`src/rtl/fill_pkg.sv`:
```
// Shared types for the block refill controller.
// Assumes: two-bit mode code taken from the top-level port.
package fill_pkg;

    typedef enum logic [1:0] {
        ORG_NARROW = 2'd0,
        ORG_PAIR   = 2'd1,
        ORG_BANKED = 2'd2,
        ORG_RSVD   = 2'd3
    } org_e;

    typedef enum logic [1:0] {
        ST_IDLE = 2'd0,
        ST_ADDR = 2'd1,
        ST_ACC  = 2'd2,
        ST_XFER = 2'd3
    } fill_st_e;

endpackage

```
`src/rtl/fill_bank.sv`:
```
// Model of one memory bank with a fixed access latency.
// A go pulse latches the address and starts the access. The word is ready
// LAT cycles later, counting the cycle that follows the go edge as the first.
// The word stays ready until the next go.
// Assumes: LAT >= 1; DATA_W >= ADDR_W + TAG_W.
module fill_bank #(
    parameter int ADDR_W  = 16,
    parameter int DATA_W  = 32,
    parameter int LAT     = 15,
    parameter int BANK_ID = 0
) (
    input  logic              clk,
    input  logic              rst_n,
    input  logic              go,
    input  logic [ADDR_W-1:0] addr,
    output logic              rdy,
    output logic [DATA_W-1:0] rdata
);
    localparam int CNT_W = $clog2(LAT + 1);
    localparam int TAG_W = 8;

    logic [CNT_W-1:0]  cnt_q;
    logic              pend_q;
    logic [DATA_W-1:0] data_q;

    // Access timer and stored word.
    always_ff @(posedge clk) begin
        if (!rst_n) begin
            cnt_q  <= '0;
            pend_q <= 1'b0;
            data_q <= '0;
        end else if (go) begin
            cnt_q  <= CNT_W'(LAT - 1);
            pend_q <= 1'b1;
            data_q <= DATA_W'({addr, TAG_W'(BANK_ID)});
        end else if (pend_q && cnt_q != '0) begin
            cnt_q <= cnt_q - CNT_W'(1);
        end
    end

    // Word is presented once the access time has passed.
    always_comb begin
        rdy   = pend_q && (cnt_q == '0);
        rdata = data_q;
    end

    generate
        if (LAT > 1) begin : g_lat_chk
            AST_BANK_NOT_EARLY: assert property (@(posedge clk) disable iff (!rst_n)
                go |=> !rdy);
        end
    endgenerate

    AST_BANK_HOLDS: assert property (@(posedge clk) disable iff (!rst_n)
        (rdy && !go) |=> (rdy && $stable(rdata)));

endmodule

```
`src/rtl/fill_seq.sv`:
```
// Sequencer for one block refill: address cycle, access wait, transfers.
// It picks which banks start an access and how far the word pointer steps,
// based on the organization latched at start.
// Assumes: N_WORDS is a power of two and at least 2; word i lives in bank i.
module fill_seq
    import fill_pkg::*;
#(
    parameter int N_WORDS = 4,
    parameter int IDX_W   = $clog2(N_WORDS)
) (
    input  logic               clk,
    input  logic               rst_n,
    input  logic               start,
    input  org_e               mode_in,
    input  logic [N_WORDS-1:0] bank_rdy,
    output logic               busy,
    output logic               load,
    output logic [N_WORDS-1:0] go,
    output logic               xfer,
    output logic               pair,
    output logic [IDX_W-1:0]   widx,
    output logic               done
);
    fill_st_e         st_q, st_d;
    org_e             org_q, org_d;
    logic [IDX_W-1:0] wp_q, wp_d;
    logic [N_WORDS-1:0] cur_sel;
    logic             last;

    // Banks that one access covers, for a given organization and first word.
    function automatic logic [N_WORDS-1:0] sel_mask(org_e m, logic [IDX_W-1:0] w);
        case (m)
            ORG_PAIR:   return N_WORDS'(3) << w;
            ORG_BANKED: return '1;
            default:    return N_WORDS'(1) << w;
        endcase
    endfunction

    // State, organization and word pointer registers.
    always_ff @(posedge clk) begin
        if (!rst_n) begin
            st_q  <= ST_IDLE;
            org_q <= ORG_NARROW;
            wp_q  <= '0;
        end else begin
            st_q  <= st_d;
            org_q <= org_d;
            wp_q  <= wp_d;
        end
    end

    // Next state, bank start pulses and transfer strobes.
    always_comb begin
        st_d    = st_q;
        org_d   = org_q;
        wp_d    = wp_q;
        go      = '0;
        load    = 1'b0;
        xfer    = 1'b0;
        pair    = 1'b0;
        done    = 1'b0;
        cur_sel = sel_mask(org_q, wp_q);
        last    = (org_q == ORG_PAIR) ? (wp_q == IDX_W'(N_WORDS - 2))
                                      : (wp_q == IDX_W'(N_WORDS - 1));
        case (st_q)
            ST_IDLE: begin
                if (start) begin
                    load  = 1'b1;
                    org_d = (mode_in == ORG_RSVD) ? ORG_NARROW : mode_in;
                    wp_d  = '0;
                    st_d  = ST_ADDR;
                end
            end
            ST_ADDR: begin
                go   = sel_mask(org_q, '0);
                st_d = ST_ACC;
            end
            ST_ACC: begin
                if ((bank_rdy & cur_sel) == cur_sel) st_d = ST_XFER;
            end
            ST_XFER: begin
                xfer = 1'b1;
                pair = (org_q == ORG_PAIR);
                if (last) begin
                    done = 1'b1;
                    st_d = ST_IDLE;
                end else begin
                    wp_d = wp_q + ((org_q == ORG_PAIR) ? IDX_W'(2) : IDX_W'(1));
                    if (org_q != ORG_BANKED) begin
                        go   = sel_mask(org_q, wp_d);
                        st_d = ST_ACC;
                    end
                end
            end
            default: st_d = ST_IDLE;
        endcase
    end

    // Drive status and pointer outputs.
    always_comb begin
        busy = (st_q != ST_IDLE);
        widx = wp_q;
    end

    AST_IGNORE_START: assert property (@(posedge clk) disable iff (!rst_n)
        (st_q != ST_IDLE) |=> $stable(org_q));

    AST_XFER_BANK_RDY: assert property (@(posedge clk) disable iff (!rst_n)
        xfer |-> bank_rdy[wp_q]);

    AST_BANKED_STREAM: assert property (@(posedge clk) disable iff (!rst_n)
        (xfer && org_q == ORG_BANKED && !done) |=> (xfer && wp_q == $past(wp_q) + IDX_W'(1)));

    AST_NARROW_GAP: assert property (@(posedge clk) disable iff (!rst_n)
        (xfer && org_q == ORG_NARROW && !done) |=> !xfer);

    AST_NARROW_ONE_BANK: assert property (@(posedge clk) disable iff (!rst_n)
        (org_q == ORG_NARROW) |-> $onehot0(go));

    AST_DONE_THEN_IDLE: assert property (@(posedge clk) disable iff (!rst_n)
        done |=> !busy);

endmodule

```
`src/rtl/blk_fill_ctrl.sv`:
```
// Top of the block refill controller. It holds the block address, runs the
// sequencer, instantiates one bank model per word, and steers the bank words
// onto the two response lanes.
// Assumes: DATA_W >= ADDR_W + 8; N_WORDS is a power of two.
module blk_fill_ctrl
    import fill_pkg::*;
#(
    parameter int ADDR_W  = 16,
    parameter int DATA_W  = 32,
    parameter int N_WORDS = 4,
    parameter int ACC_LAT = 15,
    parameter int IDX_W   = $clog2(N_WORDS)
) (
    input  logic              clk,
    input  logic              rst_n,
    input  logic              start,
    input  logic [1:0]        mode,
    input  logic [ADDR_W-1:0] blk_addr,
    output logic              busy,
    output logic              rsp_valid,
    output logic [IDX_W-1:0]  rsp_idx,
    output logic [DATA_W-1:0] rsp_data,
    output logic              rsp_pair,
    output logic [DATA_W-1:0] rsp_data_hi,
    output logic              done
);
    logic [ADDR_W-1:0]  addr_q;
    logic               load;
    logic [N_WORDS-1:0] go;
    logic [N_WORDS-1:0] bank_rdy;
    logic [DATA_W-1:0]  bank_data [N_WORDS];
    logic               xfer;
    logic               pair;
    logic [IDX_W-1:0]   widx;

    // Block address register, loaded only when a fill is accepted.
    always_ff @(posedge clk) begin
        if (!rst_n) addr_q <= '0;
        else if (load) addr_q <= blk_addr;
    end

    fill_seq #(.N_WORDS(N_WORDS), .IDX_W(IDX_W)) u_seq (
        .clk      (clk),
        .rst_n    (rst_n),
        .start    (start),
        .mode_in  (org_e'(mode)),
        .bank_rdy (bank_rdy),
        .busy     (busy),
        .load     (load),
        .go       (go),
        .xfer     (xfer),
        .pair     (pair),
        .widx     (widx),
        .done     (done)
    );

    generate
        for (genvar b = 0; b < N_WORDS; b++) begin : g_bank
            fill_bank #(
                .ADDR_W (ADDR_W),
                .DATA_W (DATA_W),
                .LAT    (ACC_LAT),
                .BANK_ID(b)
            ) u_bank (
                .clk   (clk),
                .rst_n (rst_n),
                .go    (go[b]),
                .addr  (addr_q),
                .rdy   (bank_rdy[b]),
                .rdata (bank_data[b])
            );
        end
    endgenerate

    // Steer the addressed bank words onto the response lanes.
    always_comb begin
        rsp_valid   = xfer;
        rsp_pair    = pair;
        rsp_idx     = widx;
        rsp_data    = xfer ? bank_data[widx] : '0;
        rsp_data_hi = pair ? bank_data[widx + IDX_W'(1)] : '0;
    end

    AST_DONE_LAST: assert property (@(posedge clk) disable iff (!rst_n)
        done |-> (rsp_valid && (int'(rsp_idx) + (rsp_pair ? 2 : 1) == N_WORDS)));

    AST_VALID_BUSY: assert property (@(posedge clk) disable iff (!rst_n)
        rsp_valid |-> busy);

endmodule

```
`config.mk`:
```
export PLATFORM = sky130hd
export DESIGN_NAME = blk_fill_ctrl
export DESIGN_NICKNAME = d
export VERILOG_FILES = /design/src/rtl/fill_pkg.sv /design/src/rtl/fill_bank.sv /design/src/rtl/fill_seq.sv /design/src/rtl/blk_fill_ctrl.sv
export SDC_FILE = /design/constraint.sdc
export NUM_CORES = 1
export LEC_CHECK = 0
export CORE_MARGIN = 2
export CORE_UTILIZATION = 40
export DETAILED_ROUTE_END_ITERATION = 10
export DONT_BUFFER_PORTS = 1
export PLACE_DENSITY = 0.62
export SYNTH_ARGS = -nofsm -noshare
export SYNTH_HDL_FRONTEND = slang
export SYNTH_SLANG_ARGS = --single-unit
```
`constraint.sdc`:
```
create_clock -name clk -period 2.3 [get_ports clk]
set_clock_uncertainty 0.2 [all_clocks]
set_input_delay 0.115 -clock clk [delete_from_list [all_inputs] [get_ports clk]]
set_output_delay 0.115 -clock clk [all_outputs]
set_load 0.005 [all_outputs]
```
==> results by group, run 1 <==
CTS
  – Root Driver: clkbuf_16
  – CTS H-tree depth: 3
  – TritonCTS Buffers: 9
  – CTS Buffer Depth: 2
  – CTS clk-pin slew, worst paths: 0.07 ns
  – Clock Sink Count: 106
  – Skew-Pair Late Insertion Delay: 0.35 ns
  – TritonCTS clock tree: yes

Global route
  – Antenna violations before repair: 0
  – Largest net degree at the start of global routing: 123
  – Gr ovfl total: 0
  – Total Routing Usage GR: 0.175
  – Vias in the first global route: 4049
  – Global-route wire length before repair: 20500 um

Final layout
  – ANT cells: 0
  – # nets final: 646
  – Final Core Density: 0.475
  – Fill count: 1292
  – Fin cells: 797
  – Multi-input gate area: 3290 um^2
  – Sequential cell area: 2130 um^2
  – Share of cells above drive strength 1: 0.177
  – Area grow syn2layout: 15.1%

Timing
  – Pins Over Slew Limit: 0
  – Ratio of final minimum period to clock period: 0.995
  – Unrepaired setup endpoints after global routing: yes
  – Hold_ws: -0.00595 ns
  – F_max: 437 MHz
  – Final hold vios: 1
  – Count of final setup violators: 0
  – Post-layout min period: 2.29 ns

Route
  – WL final: 12900 um
  – Routed via count: 4192
  – DRT iter0 DRCs: 170
  – Antenna Nets Post-Route: 0
  – Pre-antenna DRT Iters: 4
  – Remaining DRCs: 0
  – DR WL/cell: 16.2 um
  – Vias per inst: 5.26

Yosys
  – Synthesis Warnings: 0
  – EDFF count, synth: 0
  – Seq cells post-synth: 106
  – Syn avg cell area: 9.82 um^2
  – Commonest cells in the netlist: dfxtp_1, nand2_1, mux2i_1
  – Synth Flop Type: dfxtp_1
  – Async SR Flop Fraction: 0
  – Unique masters post-synth: 46
  – Leading area contributor after synthesis: dfxtp_1
  – Mapped Area: 5770 um^2
  – Most common cell in the netlist: dfxtp_1
  – Cells after synthesis: 587
  – Seq/Total Area, Yosys: 0.368
  – Post-synth top area share: 0.368
  – Synth area leaders: dfxtp_1, mux4_2, mux2i_1

Die
  – Rows: 43
  – Core area: 14000 um^2
  – Die width: 124 um
  – Starting Density: 0.412
  – DIE AREA: 15400 um^2
  – Number of I/O pins: 91
  – Die H: 124 um

Setup path
  – Critical Path Most Common Cell: ha_4
  – Startpoint types: register
  – Critical path depth in cells: 13
  – CP required: 2.38 ns
  – Crit-path max FO: 8
  – Critical path's largest stage delay: 0.33 ns
  – Slowest CP cell: dfxtp_2
  – CP bufs+invs: 5
  – Critical path endpoint category: register
  – CP arrival: 2.37 ns
  – WS Path Type: reg -> reg
  – R2r setup slk: 0.01 ns
  – Worst r2r path cells: 13
  – Crit-path cells: inv_2, ha_4, inv_4, ha_4, inv_4, ha_4, nor2b_1, a31oi_1, nor3_2, o21ai_2, buf_6, buf_12, mux2i_1
  – Critical path's top delay family: adder cells

Flow run
  – Max Cap Viol: 0

Status
  – Status: complete, but fails checks
  – Violated checks: hold timing

Worst hold path
  – Worst min path class: in -> reg
  – Number of cells on the worst hold path: 2

Power and ir drop
  – Power per Cell Area: 588 nW/um^2
  – VDD IR-drop max: 0.372 mV
  – Static Leak: 2.80 nW

Placement
  – Final HPWL DP: 8770 um
  – Cells after DPL: 753
  – Routability cong.: 0.773
  – Input/output buffers: 0
where the power goes:
group / switching, mW / internal (mW)
Clock: 0.694 / 0.764
Sequential: 0.0654 / 1.89
Combinational: 0.258 / 0.227
final cells by class:
type | count | area share
timing repair buffer | 54 | 0.0921
inverter | 25 | 0.0149
clock buffer | 10 | 0.0360
multi-input combinational | 416 | 0.496
sequential | 106 | 0.321
clock inverter | 6 | 0.00622
tap | 180 | 0.0339
worst paths after layout:
| path | endpoint | from |
|---|---|---|
| min reg2reg | g_bank[3].u_bank.rdata[15] | g_bank[3].u_bank.rdata[15] |
| max reg2reg | g_bank[2].u_bank.rdata[22] | u_seq.org_q[1] |
| max | g_bank[2].u_bank.rdata[22] | u_seq.org_q[1] |
| min | g_bank[3].u_bank.cnt_q[3] | rst_n |
metrics by stage:
step                      hold slack (ns)  TNS [ns]  worst slack (ns)  instance area (um^2)  power, mW
after floorplan                    0.0599         0            0.0427                  5870       2.34
after global placement             0.0518         0            0.0422                  5920       2.39
after detailed placement           0.0609    -0.787           -0.0637                  5920       2.41
after CTS                         0.00884   -0.0348           -0.0190                  6540       3.95
after global routing               0.0248     -1.53           -0.0832                  6640       4.10
final                            -0.00595         0            0.0123                  6640       3.90
sequential cells by signal, indices dropped and copies added, names as in the netlist:
register	count
u_seq.st_q	2
u_seq.widx	2
g_bank.u_bank.cnt_q	16
g_bank.u_bank.pend_q	1
g_bank.u_bank.rdata	67
addr_q	16
u_seq.org_q	2
placed cells by master, fill, tap and decap left out, drive strengths merged, types with 2 or more instances in the layout:
master       netlist  layout
a21boi            34      34
a21o               2       2
a21oi             10      10
and2              19      19
and3              20      20
buf               51      33
clkbuf            16      10
clkinv             0       2
clkinvlp           0       3
conb               1      28
dfxtp            106     106
dlygate4sd3        0      20
ha                13      13
inv               25      26
mux2               2       2
mux2i             68      68
mux4              32      32
nand2             98      98
nand3b             2       2
nand4              2       2
nor2               9       9
nor2b             36      36
nor3               9       9
nor3b              6       6
o21ai              5       5
o22ai              2       2
or4                2       2
xnor2              5       5
per-layer routing:
layer  track usage  vias up  wire length [um]
li1              -     2016                 -
met1         0.224     2028              5690
met2         0.286      123              6100
met3        0.0453       25               801
met4        0.0632        0               294
met5             0        -                 0
logic make-up (layout without fill, tap and decap cells):
| family | Yosys count | in the layout | share of synthesized area |
|---|---|---|---|
| AO/OA/AOI/OAI | 62 | 62 | 0.0762 |
| XOR/XNOR | 6 | 6 | 0.00911 |
| adder cells (fa/ha/maj) | 13 | 13 | 0.0282 |
| buffers and inverters | 92 | 95 | 0.0922 |
| flip-flops | 106 | 106 | 0.368 |
| multiplexers | 102 | 102 | 0.247 |
| other | 1 | 28 | 0.000650 |
| AND/OR/NAND/NOR | 205 | 205 | 0.179 |
repair_timing:
action                                 in CTS  in global routing
endpoints found under the hold margin     106                  0
buffers inserted                            1                  5
resized for setup                          19                  8
pin swaps                                   2                  4
cloned                                      1                  0
setup endpoints to repair                  47                 48
hold buffers                               21                  0
(Power assumes the default switching activity.)
==> inputs of run 2 (changes only) <==
==> constraint.sdc (replaced) <==
create_clock -name clk -period 2.3 [get_ports clk]
set_clock_uncertainty 0.2 [all_clocks]
set_input_delay 0.115 -clock clk [delete_from_list [all_inputs] [get_ports clk]]
set_output_delay 0.115 -clock clk [all_outputs]
set_load 0.01 [all_outputs]
==> results by group, run 2 (same netlist as run 1, synthesis figures left out) <==
Status
  – Status: complete, but fails checks
  – Violated checks: hold timing, setup timing

Placement
  – Routability cong.: 0.798 (+3.2%)
  – Placed Area: 5920 um^2 (about the same)
  – Final HPWL DP: 8930 um (+1.8%)
  – Input/output buffers: 0 (unchanged)
  – Cells after DPL: 752 (-0.13%)

Die
  – Die H: 124 um (unchanged)
  – Number of I/O pins: 91 (unchanged)
  – Die width: 124 um (unchanged)
  – Core area: 14000 um^2 (unchanged)
  – Starting Density: 0.412 (unchanged)
  – Rows: 43 (unchanged)
  – DIE AREA: 15400 um^2 (unchanged)

CTS
  – TritonCTS clock tree: yes
  – CTS H-tree depth: 3 (unchanged)
  – TritonCTS Buffers: 9 (unchanged)
  – Skew-Pair Late Insertion Delay: 0.35 ns (about the same)
  – Root Driver: clkbuf_16
  – CTS clk-pin slew, worst paths: 0.07 ns (about the same)
  – CTS Buffer Depth: 2 (unchanged)
  – Clock Sink Count: 106 (unchanged)

Timing
  – Count of final setup violators: 18 (+18)
  – Ratio of final minimum period to clock period: 1.02 (+0.0238)
  – Worst Max-Slew Pin Slew: 0.557 ns
  – PnR worst setup slack: -0.0425 ns (-0.0548 ns)
  – Final hold vios: 1 (unchanged)
  – Pins Over Slew Limit: 0 (unchanged)
  – Post-layout min period: 2.34 ns (+0.0548 ns)
  – Hold_ws: -0.00839 ns (-0.00244 ns)
  – F_max: 427 MHz (-2.3%)
  – Unrepaired setup endpoints after global routing: yes
  – Max-Slew Margin vs Limit: 0.629

Power and ir drop
  – Static Leak: 2.84 nW (+1.2%)
  – Clk pwr share: 0.367 (-0.007)
  – Combinational fraction of design power: 0.134 (+0.010)
  – Reg power frac: 0.499 (-0.003)
  – VDD IR-drop max: 0.380 mV (+2.4%)
  – Power per Cell Area: 581 nW/um^2 (-1.1%)
  – Switching Fraction: 0.264 (+0.00381)
  – Internal power: 2.90 mW (+0.33%)
  – Psw: 1.04 mW (+2.3%)
  – Pwr Total: 3.94 mW (+0.85%)

Final layout
  – Commonest non-fill, non-tap cell in the layout: dfxtp_1
  – Share of cells above drive strength 1: 0.207 (+0.0301)
  – Design area: 6770 um^2 (+2.0%)
  – Commonest cells after routing, fill and taps aside: dfxtp_1, nand2_1, mux2i_1
  – # nets final: 648 (+0.31%)
  – Fin cells: 799 (+0.25%)
  – Area grow syn2layout: 17.4%
  – Max reg flops: 67 (unchanged)
  – ANT cells: 0 (unchanged)

Global route
  – Global-route wire length before repair: 21100 um (+3.0%)
  – Largest net degree at the start of global routing: 123 (unchanged)
  – Total Routing Usage GR: 0.181 (+0.00562)
  – Vias in the first global route: 4062 (+0.32%)
  – Antenna violations before repair: 0 (unchanged)
  – Gr ovfl total: 0 (unchanged)

Route
  – WL final: 13900 um (+8.1%)
  – Pre-antenna DRT Iters: 4 (unchanged)
  – Routed via count: 4269 (+1.8%)
  – Vias per inst: 5.34 (+1.6%)
  – Antenna Nets Post-Route: 0 (unchanged)
  – DR WL/cell: 17.4 um (+7.9%)
  – DRT iter0 DRCs: 312 (+84%)
  – Remaining DRCs: 0 (unchanged)

Setup path
  – CP arrival: 2.03 ns (-0.34 ns)
  – Crit-path cells: inv_4, ha_4, buf_12, mux4_2, and3_4
  – Startpoint types: register
  – Slowest CP cell: mux4_2
  – WS Path Type: reg -> out
  – Critical path's largest stage delay: 0.52 ns (+0.19 ns)
  – Critical path endpoint category: output pin
  – CP required: 1.99 ns (-0.39 ns)
  – Crit-path max FO: 9 (+1)

Flow run
  – Max Cap Viol: 0 (unchanged)

Worst hold path
  – Worst min path class: in -> reg
[run 2: cell types whose count changed in the layout (fill, tap and decap cells not counted), sizes merged]
cell         previous run  this run
clkbuf                 10        15
bufbuf                  1         0
clkinvlp                3         2
inv                    26        25
clkinv                  2         3
dlygate4sd3            20        19
[run 2: area by class of cell]
| type | count | area [um^2] |
|---|---|---|
| Timing Repair Buffer | 56 | 652 |
| Inverter | 25 | 104 |
| Tap cell | 180 | 225 |
| Clock buffer | 11 | 243 |
| Sequential cell | 106 | 2130 |
| Fill cell | 1261 | 7220 |
| Multi-Input combinational cell | 416 | 3380 |
| Clock inverter | 5 | 30.0 |
[run 2: path summary, 6_finish.rpt]
kind | start | endpoint | slack, ns | depth (start not counted)
setup / recovery | u_seq.widx[1] | rsp_data_hi[23] | -0.04 | 5
hold reg to reg | g_bank[3].u_bank.rdata[19] | g_bank[3].u_bank.rdata[19] | 0.28 | 2
setup reg to reg | u_seq.org_q[1] | g_bank[2].u_bank.cnt_q[0] | -0.04 | 13
hold / removal | rst_n | u_seq.st_q[0] | -0.008 | 2
[run 2: routing by layer]
metal	vias to the layer above	global-route usage	wire length [um]	share of wire
met5	-	0	0	0
met4	0	0.0618	260	0.019
met3	17	0.0453	762	0.055
met2	112	0.301	6820	0.49
met1	2118	0.228	6100	0.44
li1	2022	-	-	-
[run 2: power by group through the flow]
stage | Combinational [mW] | Sequential, mW | Clock, mW
6_report | 0.526 | 1.97 | 1.44
3_5_place_dp | 0.414 | 2.00 | 0
4_1_cts | 0.486 | 1.96 | 1.48
5_1_grt | 0.575 | 1.98 | 1.55
2_1_floorplan | 0.374 | 1.98 | 0
3_3_place_gp | 0.403 | 2.00 | 0
[run 2: worst max-delay path: cells and delay by family (launching register included)]
kind	cells	cell delay [ns]
flops	1	0.46
mux	1	0.52
simple gates	1	0.21
fa+ha+maj	1	0.28
buf+inv	2	0.20
[run 2: per-stage QoR]
| stage | hold WS (ns) | util | worst slack (ns) | setup TNS [ns] |
|---|---|---|---|---|
| after CTS | 0.00162 | 0.465 | -0.0317 | -0.0728 |
| final | -0.00839 | 0.484 | -0.0425 | -0.350 |
| after detailed placement | 0.0576 | 0.424 | -0.0263 | -0.0477 |
| after global routing | 0.0317 | 0.484 | -0.145 | -4.31 |
| after floorplan | 0.0599 | - | 0.00780 | 0 |
| after global placement | 0.0558 | 0.424 | 0.0416 | 0 |
[run 2: what timing repair did]
| action | 4_1_cts | 5_1_grt |
|---|---|---|
| resized for setup | 19 | 35 |
| gates cloned | 0 | 5 |
| hold endpoints to repair | 106 | 0 |
| setup endpoints to repair | 42 | 100 |
| pin swaps | 0 | 8 |
| hold buffers | 20 | 0 |
| setup buffers | 2 | 5 |
==> inputs of run 3 (changes only) <==
--- a/config.mk
+++ b/config.mk
@@ -10,6 +10,7 @@
 export DETAILED_ROUTE_END_ITERATION = 10
 export DONT_BUFFER_PORTS = 1
 export PLACE_DENSITY = 0.62
+export SETUP_SLACK_MARGIN = 0.2
 export SYNTH_ARGS = -nofsm -noshare
 export SYNTH_HDL_FRONTEND = slang
 export SYNTH_SLANG_ARGS = --single-unit
==> results by group, run 3 (same netlist as run 1, synthesis figures left out) <==
Final layout
  – Max reg flops: 67 (unchanged)
  – Fin cells: 823 (+3.0%)
  – Area grow syn2layout: 27.6%
  – # nets final: 672 (+3.7%)
  – Fill count: 1242 (-1.5%)
  – Commonest non-fill, non-tap cell in the layout: dfxtp_1
  – Design area: 7360 um^2 (+8.7%)
  – ANT cells: 0 (unchanged)
  – Share of cells above drive strength 1: 0.266 (+0.0592)
  – Commonest cells after routing, fill and taps aside: dfxtp_1, nand2_1, mux2i_1

CTS
  – Clock Sink Count: 106 (unchanged)
  – Root Driver: clkbuf_16
  – CTS H-tree depth: 3 (unchanged)
  – CTS clk-pin slew, worst paths: 0.08 ns (about the same)
  – TritonCTS Buffers: 9 (unchanged)
  – CTS Buffer Depth: 2 (unchanged)
  – TritonCTS clock tree: yes
  – Skew-Pair Late Insertion Delay: 0.36 ns (about the same)

Die
  – DIE AREA: 15400 um^2 (unchanged)
  – Die width: 124 um (unchanged)
  – Core area: 14000 um^2 (unchanged)
  – Number of I/O pins: 91 (unchanged)
  – Starting Density: 0.412 (unchanged)
  – Rows: 43 (unchanged)
  – Die H: 124 um (unchanged)

Timing
  – Post-layout min period: 2.42 ns (+0.0729 ns)
  – Count of final setup violators: 25 (+7)
  – F_max: 414 MHz (-3.0%)
  – Setup_tns: -1.30 ns (-0.946 ns)
  – Final hold vios: 0 (-1)
  – Unrepaired setup endpoints after global routing: yes
  – Ratio of final minimum period to clock period: 1.05 (+0.0317)
  – Pins Over Slew Limit: 0 (unchanged)
  – PnR worst setup slack: -0.115 ns (-0.0729 ns)

Placement
  – Routability cong.: 0.757 (-5.1%)
  – Placed Area: 5980 um^2 (+1.0%)
  – Input/output buffers: 0 (unchanged)
  – Final HPWL DP: 8680 um (-2.8%)
  – Cells after DPL: 752 (unchanged)

Route
  – DR WL/cell: 17.8 um (+2.2%)
  – Pre-antenna DRT Iters: 4 (unchanged)
  – Vias per inst: 5.26 (-1.6%)
  – Remaining DRCs: 0 (unchanged)
  – WL final: 14700 um (+5.2%)
  – DRT iter0 DRCs: 180 (-42%)
  – Antenna Nets Post-Route: 0 (unchanged)
  – Routed via count: 4327 (+1.4%)

Power and ir drop
  – Static Leak: 3.04 nW (+7.3%)
  – Power per Cell Area: 597 nW/um^2 (+2.7%)
  – Pwr Total: 4.39 mW (+12%)
  – VDD IR-drop max: 0.704 mV (+85%)

Setup path
  – CP arrival: 2.10 ns (+0.07 ns)
  – WS Path Type: reg -> out
  – Critical path endpoint category: output pin
  – Crit-path max FO: 7 (-2)
  – CP required: 1.99 ns (about the same)
  – Startpoint types: register

Global route
  – Vias in the first global route: 4259 (+4.8%)
  – Global-route wire length before repair: 22500 um (+6.5%)
  – Largest net degree at the start of global routing: 115 (-6.5%)
  – Gr ovfl total: 0 (unchanged)
  – Total Routing Usage GR: 0.195 (+0.0147)
  – Antenna violations before repair: 0 (unchanged)

Status
  – Status: complete, but fails checks
  – Violated checks: setup timing

Worst hold path
  – Worst min path class: in -> reg

Flow run
  – Max Cap Viol: 0 (unchanged)
## run 3: cell count changes in the layout (fill, tap and decap cells not counted), moves of 4 or more
cell,previous run,this run
and3_1,12,3
dlygate4sd3_1,19,28
buf_6,3,9
a21boi_2,3,9
buf_16,1,7
and3_4,8,17
a21boi_0,28,19
and2_1,19,15
buf_12,6,11
and2_4,0,4
## run 3: final cells by class
type / instances / area [um^2] / area share
clock inverter: 7 / 125 / 0.0170
multi-input combinational: 416 / 3540 / 0.481
timing repair buffer: 80 / 1010 / 0.137
tap: 180 / 225 / 0.0306
inverter: 25 / 103 / 0.0139
clock buffer: 9 / 225 / 0.0306
sequential: 106 / 2130 / 0.290
## run 3: timing repair
item | CTS | global route
hold buffers | 29 | 0
setup endpoints to repair | 112 | 119
buffers inserted | 14 | 5
gates cloned | 6 | 1
pin swaps | 10 | 8
endpoints found under the hold margin | 106 | 0
gates resized for setup | 70 | 33
## run 3: metal layers
layer | track usage | vias up | part of all wire
li1 | - | 2071 | -
met1 | 0.236 | 2151 | 0.42
met2 | 0.340 | 96 | 0.52
met3 | 0.0549 | 9 | 0.045
met4 | 0.0534 | 0 | 0.012
met5 | 0 | - | 0
## run 3: critical path, cell delays in order, from the launching register on
cell	delay [ns]
dfxtp_4	0.43
clkinvlp_4	0.14
ha_4	0.31
buf_12	0.14
mux4_2	0.51
and3_4	0.21
## run 3: where the power goes
| group | total [mW] | switching (mW) | internal [mW] |
|---|---|---|---|
| registers | 1.97 | 0.0724 | 1.90 |
| logic | 0.619 | 0.315 | 0.304 |
| clock network | 1.81 | 0.732 | 1.07 |
## run 3: final timing paths
| kind | startpoint | end | slack [ns] | cells past startpoint |
|---|---|---|---|---|
| worst max register to register | u_seq.widx[0] | g_bank[2].u_bank.rdata[17] | -0.07 | 10 |
| worst min-delay path | start | addr_q[8] | 0.11 | 4 |
| worst min register to register | g_bank[3].u_bank.rdata[21] | g_bank[3].u_bank.rdata[21] | 0.28 | 2 |
| worst max-delay path | u_seq.widx[0] | rsp_data_hi[12] | -0.12 | 5 |
## run 3: through the flow
step / hold slack [ns] / setup WS (ns) / util
2_1_floorplan: 0.0599 / 0.194 / -
3_3_place_gp: 0.0500 / 0.103 / 0.428
3_5_place_dp: 0.0517 / 0.0575 / 0.428
4_1_cts: 0.105 / -0.126 / 0.513
5_1_grt: 0.123 / -0.168 / 0.526
6_report: 0.108 / -0.115 / 0.526
